<file path="src/rtl/rdp_pkg.sv">
package rdp_pkg;

  typedef enum logic [1:0] {
    LVL_OPEN   = 2'd0,
    LVL_GUARD  = 2'd1,
    LVL_LOCKED = 2'd2
  } lvl_e;

  typedef enum logic [1:0] {
    SEQ_IDLE  = 2'd0,
    SEQ_BUSY  = 2'd1,
    SEQ_ERASE = 2'd2,
    SEQ_DONE  = 2'd3
  } seq_e;

  localparam logic [1:0] BOOT_USER_FLASH = 2'd0;
  localparam logic [1:0] REGION_NONE     = 2'd3;

  function automatic lvl_e code_to_level(input logic [7:0] code,
                                         input logic [7:0] open_code,
                                         input logic [7:0] lock_code);
    if (code == open_code)      return LVL_OPEN;
    else if (code == lock_code) return LVL_LOCKED;
    else                        return LVL_GUARD;
  endfunction

endpackage

</file>
<file path="src/rtl/rdp_erase_seq.sv">
module rdp_erase_seq
  import rdp_pkg::*;
#(
  parameter int ERASE_CYCLES = 4
) (
  input  logic clk,
  input  logic rst,
  input  logic start_i,
  output logic busy_o,
  output logic erase_o,
  output logic done_o
);

  localparam int CW = (ERASE_CYCLES > 1) ? $clog2(ERASE_CYCLES) : 1;
  localparam logic [CW-1:0] LAST = CW'(ERASE_CYCLES - 1);

  seq_e          st_q;
  logic [CW-1:0] cnt_q;

  always_ff @(posedge clk) begin
    if (rst) begin
      st_q  <= SEQ_IDLE;
      cnt_q <= '0;
    end else begin
      case (st_q)
        SEQ_IDLE: if (start_i) st_q <= SEQ_BUSY;
        SEQ_BUSY: begin
          st_q  <= SEQ_ERASE;
          cnt_q <= '0;
        end
        SEQ_ERASE: begin
          if (cnt_q == LAST) st_q <= SEQ_DONE;
          else               cnt_q <= cnt_q + 1'b1;
        end
        default: st_q <= SEQ_IDLE;
      endcase
    end
  end

  assign busy_o  = (st_q != SEQ_IDLE);
  assign erase_o = (st_q == SEQ_ERASE);
  assign done_o  = (st_q == SEQ_DONE);

endmodule

</file>
<file path="src/rtl/rdp_level_ctrl.sv">
module rdp_level_ctrl
  import rdp_pkg::*;
#(
  parameter logic [7:0] OPEN_CODE = 8'hAA,
  parameter logic [7:0] LOCK_CODE = 8'hCC
) (
  input  logic       clk,
  input  logic       rst,
  input  logic [7:0] opt_byte_i,
  input  logic [1:0] boot_sel_i,
  input  logic       chg_req_i,
  input  logic [7:0] chg_byte_i,
  input  logic       seq_busy_i,
  input  logic       seq_done_i,
  output lvl_e       lvl_o,
  output logic       erase_start_o,
  output logic       err_o,
  output logic       dbg_en_o,
  output logic       boot_ok_o
);

  lvl_e lvl_q, lvl_d, tgt, boot_lvl;
  logic refuse;
  logic err_q, dbg_en_q, boot_ok_q;

  assign tgt      = code_to_level(chg_byte_i, OPEN_CODE, LOCK_CODE);
  assign boot_lvl = code_to_level(opt_byte_i, OPEN_CODE, LOCK_CODE);

  always_comb begin
    lvl_d         = lvl_q;
    erase_start_o = 1'b0;
    refuse        = 1'b0;
    if (chg_req_i) begin
      if (seq_busy_i || lvl_q == LVL_LOCKED)         refuse = 1'b1;
      else if (tgt == lvl_q)                         lvl_d  = lvl_q;
      else if (lvl_q == LVL_GUARD && tgt == LVL_OPEN) erase_start_o = 1'b1;
      else                                           lvl_d  = tgt;
    end
    if (seq_done_i) lvl_d = LVL_OPEN;
  end

  always_ff @(posedge clk) begin
    if (rst) begin
      lvl_q     <= boot_lvl;
      err_q     <= 1'b0;
      dbg_en_q  <= (boot_lvl != LVL_LOCKED);
      boot_ok_q <= !(boot_lvl == LVL_LOCKED && boot_sel_i != BOOT_USER_FLASH);
    end else begin
      lvl_q     <= lvl_d;
      err_q     <= err_q | refuse;
      dbg_en_q  <= (lvl_d != LVL_LOCKED);
      boot_ok_q <= !(lvl_d == LVL_LOCKED && boot_sel_i != BOOT_USER_FLASH);
    end
  end

  assign lvl_o     = lvl_q;
  assign err_o     = err_q;
  assign dbg_en_o  = dbg_en_q;
  assign boot_ok_o = boot_ok_q;

endmodule

</file>
<file path="src/rtl/rdp_access_gate.sv">
module rdp_access_gate
  import rdp_pkg::*;
(
  input  logic       clk,
  input  logic       rst,
  input  lvl_e       lvl_i,
  input  logic       dbg_i,
  input  logic [1:0] boot_sel_i,
  input  logic       seq_busy_i,
  input  logic       req_i,
  input  logic [1:0] region_i,
  output logic       grant_o,
  output logic       block_o,
  output logic       fault_o
);

  logic foreign_boot, deny, allow;
  logic grant_q, block_q, fault_q;

  assign foreign_boot = (boot_sel_i != BOOT_USER_FLASH);

  always_comb begin
    case (lvl_i)
      LVL_GUARD:  deny = dbg_i | foreign_boot;
      LVL_LOCKED: deny = foreign_boot;
      default:    deny = 1'b0;
    endcase
  end

  assign allow = !seq_busy_i && !deny && (region_i != REGION_NONE);

  always_ff @(posedge clk) begin
    if (rst) begin
      grant_q <= 1'b0;
      block_q <= 1'b0;
      fault_q <= 1'b0;
    end else begin
      grant_q <= req_i & allow;
      block_q <= req_i & !allow;
      fault_q <= req_i & !seq_busy_i & deny;
    end
  end

  assign grant_o = grant_q;
  assign block_o = block_q;
  assign fault_o = fault_q;

endmodule

</file>
<file path="src/rtl/rdp_ctrl.sv">
module rdp_ctrl
  import rdp_pkg::*;
#(
  parameter logic [7:0] OPEN_CODE    = 8'hAA,
  parameter logic [7:0] LOCK_CODE    = 8'hCC,
  parameter int         ERASE_CYCLES = 4
) (
  input  logic       clk,
  input  logic       rst,
  input  logic [7:0] opt_byte_i,
  input  logic       dbg_attached_i,
  input  logic [1:0] boot_sel_i,
  input  logic       acc_req_i,
  input  logic [1:0] acc_region_i,
  input  logic       chg_req_i,
  input  logic [7:0] chg_byte_i,
  output logic [1:0] level_o,
  output logic       acc_grant_o,
  output logic       acc_block_o,
  output logic       fault_o,
  output logic       dbg_en_o,
  output logic       boot_ok_o,
  output logic       mass_erase_o,
  output logic       erase_busy_o,
  output logic       err_o
);

  lvl_e lvl;
  logic seq_busy, seq_done, seq_start;

  rdp_level_ctrl #(
    .OPEN_CODE(OPEN_CODE),
    .LOCK_CODE(LOCK_CODE)
  ) u_level (
    .clk          (clk),
    .rst          (rst),
    .opt_byte_i   (opt_byte_i),
    .boot_sel_i   (boot_sel_i),
    .chg_req_i    (chg_req_i),
    .chg_byte_i   (chg_byte_i),
    .seq_busy_i   (seq_busy),
    .seq_done_i   (seq_done),
    .lvl_o        (lvl),
    .erase_start_o(seq_start),
    .err_o        (err_o),
    .dbg_en_o     (dbg_en_o),
    .boot_ok_o    (boot_ok_o)
  );

  rdp_erase_seq #(
    .ERASE_CYCLES(ERASE_CYCLES)
  ) u_seq (
    .clk    (clk),
    .rst    (rst),
    .start_i(seq_start),
    .busy_o (seq_busy),
    .erase_o(mass_erase_o),
    .done_o (seq_done)
  );

  rdp_access_gate u_gate (
    .clk       (clk),
    .rst       (rst),
    .lvl_i     (lvl),
    .dbg_i     (dbg_attached_i),
    .boot_sel_i(boot_sel_i),
    .seq_busy_i(seq_busy),
    .req_i     (acc_req_i),
    .region_i  (acc_region_i),
    .grant_o   (acc_grant_o),
    .block_o   (acc_block_o),
    .fault_o   (fault_o)
  );

  assign level_o      = lvl;
  assign erase_busy_o = seq_busy;

endmodule

</file>
<file path="config.mk">
export PLATFORM = sky130hd
export DESIGN_NAME = rdp_ctrl
export DESIGN_NICKNAME = d
export VERILOG_FILES = /design/src/rtl/rdp_pkg.sv /design/src/rtl/rdp_erase_seq.sv /design/src/rtl/rdp_level_ctrl.sv /design/src/rtl/rdp_access_gate.sv /design/src/rtl/rdp_ctrl.sv
export SDC_FILE = /design/constraint.sdc
export NUM_CORES = 1
export LEC_CHECK = 0
export BUFFER_PORTS_ARGS = -buffer_cell sky130_fd_sc_hd__buf_4
export CORE_AREA = 2 2 46 48
export CTS_CLUSTER_SIZE = 12
export DETAILED_ROUTE_END_ITERATION = 8
export DIE_AREA = 0 0 48 50
export PLACE_DENSITY = 0.74
export SETUP_SLACK_MARGIN = 0.4
export SLEW_MARGIN = 10
export SYNTH_ARGS = -nofsm -noshare
export SYNTH_HDL_FRONTEND = slang
export SYNTH_HIERARCHICAL = 1
export SYNTH_SLANG_ARGS = --single-unit
</file>
<file path="constraint.sdc">
create_clock -name clk -period 1.8 [get_ports clk]
set_input_delay 0 -clock clk [delete_from_list [all_inputs] [get_ports clk]]
set_output_delay 0 -clock clk [all_outputs]
set_load 0.005 [all_outputs]
</file>
==> results.json <==
{
  "outcome": "complete, no violations",
  "place_hpwl_mm": 1.48,
  "tns_ns": 0,
  "layout.area.seq_um2": 246,
  "grt-ovfl-total": 0,
  "rr_worst_depth": 5,
  "critPathMaxFanout": 4,
  "cp.required_ns": 2.01,
  "hold_path_depth": 3,
  "syn-num-nets": 119,
  "crit_type": "flip-flop to flip-flop",
  "synth_edf_count": 0,
  "gp_congestion": 0.727,
  "synth_cell_type_count": 35,
  "grt_setup_unrepaired": "true",
  "die_width_um": 48,
  "drive_gt1_frac": 0.530,
  "slew_viol_final": 0,
  "dr.pass1.iters": 5,
  "num_vias": 827,
  "final_nets": 168,
  "synth-seq-cells": 12,
  "antenna_found_initial": 0,
  "netlist_area_um2": 822,
  "fillers": 159,
  "setup_viol_count_final": 0,
  "cts_max_path_buffers": 2,
  "ir_worst_vdd_mv": 0.311,
  "core_um2": 1900,
  "hp-class": "primary input to flip-flop",
  "grt_first_pass_wirelength_mm": 3.00,
  "fmax_mhz": 678,
  "start_kind": "flip-flop",
  "drt_iter0_markers": 7,
  "routedWlPerCell_um": 12.3,
  "ys_seq_area_frac": 0.292,
  "cap_violations": 0,
  "area_growth_pct": 57.1,
  "clock_skew_ns": 0.00780,
  "avgSynthCellArea_um2": 9.56,
  "hold_ws_ns": 0.0160,
  "cts_num_sinks": 12,
  "ant_nets": 0,
  "numPortBuffers": 34,
  "routed_wl_mm": 1.98,
  "grt_start_max_net_pins": 10,
  "die-height_um": 50,
  "layout_setup_ws_ns": 0.325,
  "arrival_ns": 1.69,
  "syn_inst": 86,
  "multi_input_area_um2": 593,
  "cts_tree": "done",
  "fin_area_um2": 1290,
  "async_flop_share": 0,
  "finalHoldViolations": 0,
  "diodes": 0,
  "clock_latency_ns": 0.28,
  "htreeDepth": 1,
  "via_per_inst": 5.14,
  "drc": 0,
  "synthFlopType": "dfxtp_1",
  "worstSetupEndpointType": "flip-flop",
  "start_util": 0.432,
  "grt_pass1_vias": 791,
  "cts_root_buf": "clkbuf_4",
  "fin_crit_sh": 0.820,
  "cts.clk_slew.worst_paths_ns": 0.08,
  "power_density_nw_per_um2": 528,
  "post-route-util": 0.679,
  "num_rows": 16,
  "slew_headroom": 0.765,
  "p_leak_nw": 0.583,
  "dpl_cell_area_um2": 1130,
  "grtUsageTotal": 0.174,
  "numCtsBuffers": 3,
  "yosys_warnings": 6,
  "die_area_um2": 2400,
  "dp_worst_setup_slack_ns": 0.250,
  "worst_pin_slew_ns": 0.349,
  "min_period_ns": 1.48,
  "io_pins": 35
}
[what timing repair did]
item                                   4_1_cts  5_1_grt
setup endpoints to repair                    6       10
gates resized for setup                      1        8
hold buffers                                 4        0
pin swaps                                    4        6
endpoints found under the hold margin        5        0
gates cloned                                 0        0
buffers inserted                             5        1
[power by group]
part	total, mW	internal (mW)	switching [mW]
Clock	0.221	0.123	0.0981
Combinational	0.177	0.107	0.0706
Sequential	0.283	0.274	0.00894
Total	0.682	0.504	0.178
[cells in the final DEF, fill, tap and decap left out, types with 3 or more instances in the layout]
cell type,n
buf_4,40
dfxtp_1,9
inv_1,6
ha_1,6
nand2_1,5
o21ai_0,5
dlygate4sd3_1,4
o211ai_1,4
nand3_1,4
clkbuf_4,3
a21oi_1,3
a21oi_2,3
inv_4,3
[sequential cells by signal, summed over array words and instances (netlist names)]
name	flops
u_gate/block_o	1
u_gate/fault_o	1
u_gate/grant_o	1
u_level/boot_ok_o	1
u_level/dbg_en_o	1
u_level/err_o	1
u_level/lvl_o	2
u_seq/cnt_q	2
u_seq/st_q	2
[per-stage QoR]
stage / total power [mW] / cells
finish: 0.682 / 161
global route: 0.724 / 161
CTS: 0.679 / 160
detailed placement: 0.440 / 147
global placement: 0.436 / 147
floorplan: 0.367 / 86
[cell families (layout without fill, tap and decap cells)]
kind of cell | count (synthesis) | after routing | synth area share
AO/OA/AOI/OAI | 21 | 21 | 0.199
adder cells (fa/ha/maj) | 8 | 8 | 0.122
buffers and inverters | 9 | 57 | 0.0411
flip-flops | 12 | 12 | 0.292
multiplexers | 1 | 1 | 0.0122
AND/OR/NAND/NOR | 35 | 35 | 0.333
[cells in the mapped netlist, types with 2 or more instances]
| master | instances | area, um2 |
|---|---|---|
| and4bb_4 | 2 | 32.5 |
| and4bb_2 | 2 | 25.0 |
| dfxtp_1 | 12 | 240 |
| a21oi_1 | 5 | 25.0 |
| o21ai_0 | 5 | 25.0 |
| o211ai_1 | 4 | 30.0 |
| ha_1 | 8 | 100 |
| nor2_1 | 2 | 7.51 |
| inv_1 | 9 | 33.8 |
| nand2b_1 | 3 | 18.8 |
| nor2b_1 | 2 | 12.5 |
| and2b_1 | 2 | 15.0 |
| nand3_1 | 4 | 20.0 |
| nand2_1 | 5 | 18.8 |
[worst max-delay path, cell delays in order (launching register included)]
cell and delay, ns:
dfxtp_4 0.36, buf_4 0.15, ha_4 0.15, and2_4 0.14, or4b_4 0.48, a21oi_2 0.14
[area by class of cell]
type,count,share of cell area
multi-input cells,65,0.459
inverters,9,0.0320
well taps,27,0.0262
clock buffers,4,0.0281
flip-flops and latches,12,0.191
repair buffers,44,0.264
[per-layer routing]
layer / routed length, um / track usage / up-vias / share of wire
met2: 983 / 0.313 / 43 / 0.50
met3: 159 / 0.0513 / 7 / 0.080
li1: - / - / 409 / -
met4: 40 / 0.0811 / 0 / 0.020
met5: 0 / 0 / - / 0
met1: 800 / 0.169 / 368 / 0.40
[path summary, 6_finish.rpt]
check | start | end | slack [ns]
setup reg to reg | u_seq/st_q[1]$_SDFFE_PP0P_ | u_seq/cnt_q[0]$_SDFFE_PP0P_ | 0.32
setup / recovery | u_seq/st_q[1]$_SDFFE_PP0P_ | u_seq/cnt_q[0]$_SDFFE_PP0P_ | 0.32
hold / removal | chg_req_i | u_level/err_o$_SDFF_PP0_ | 0.02
hold reg to reg | u_level/err_o$_SDFF_PP0_ | u_level/err_o$_SDFF_PP0_ | 0.45
Note: power is estimated with default switching activity, not from simulation.
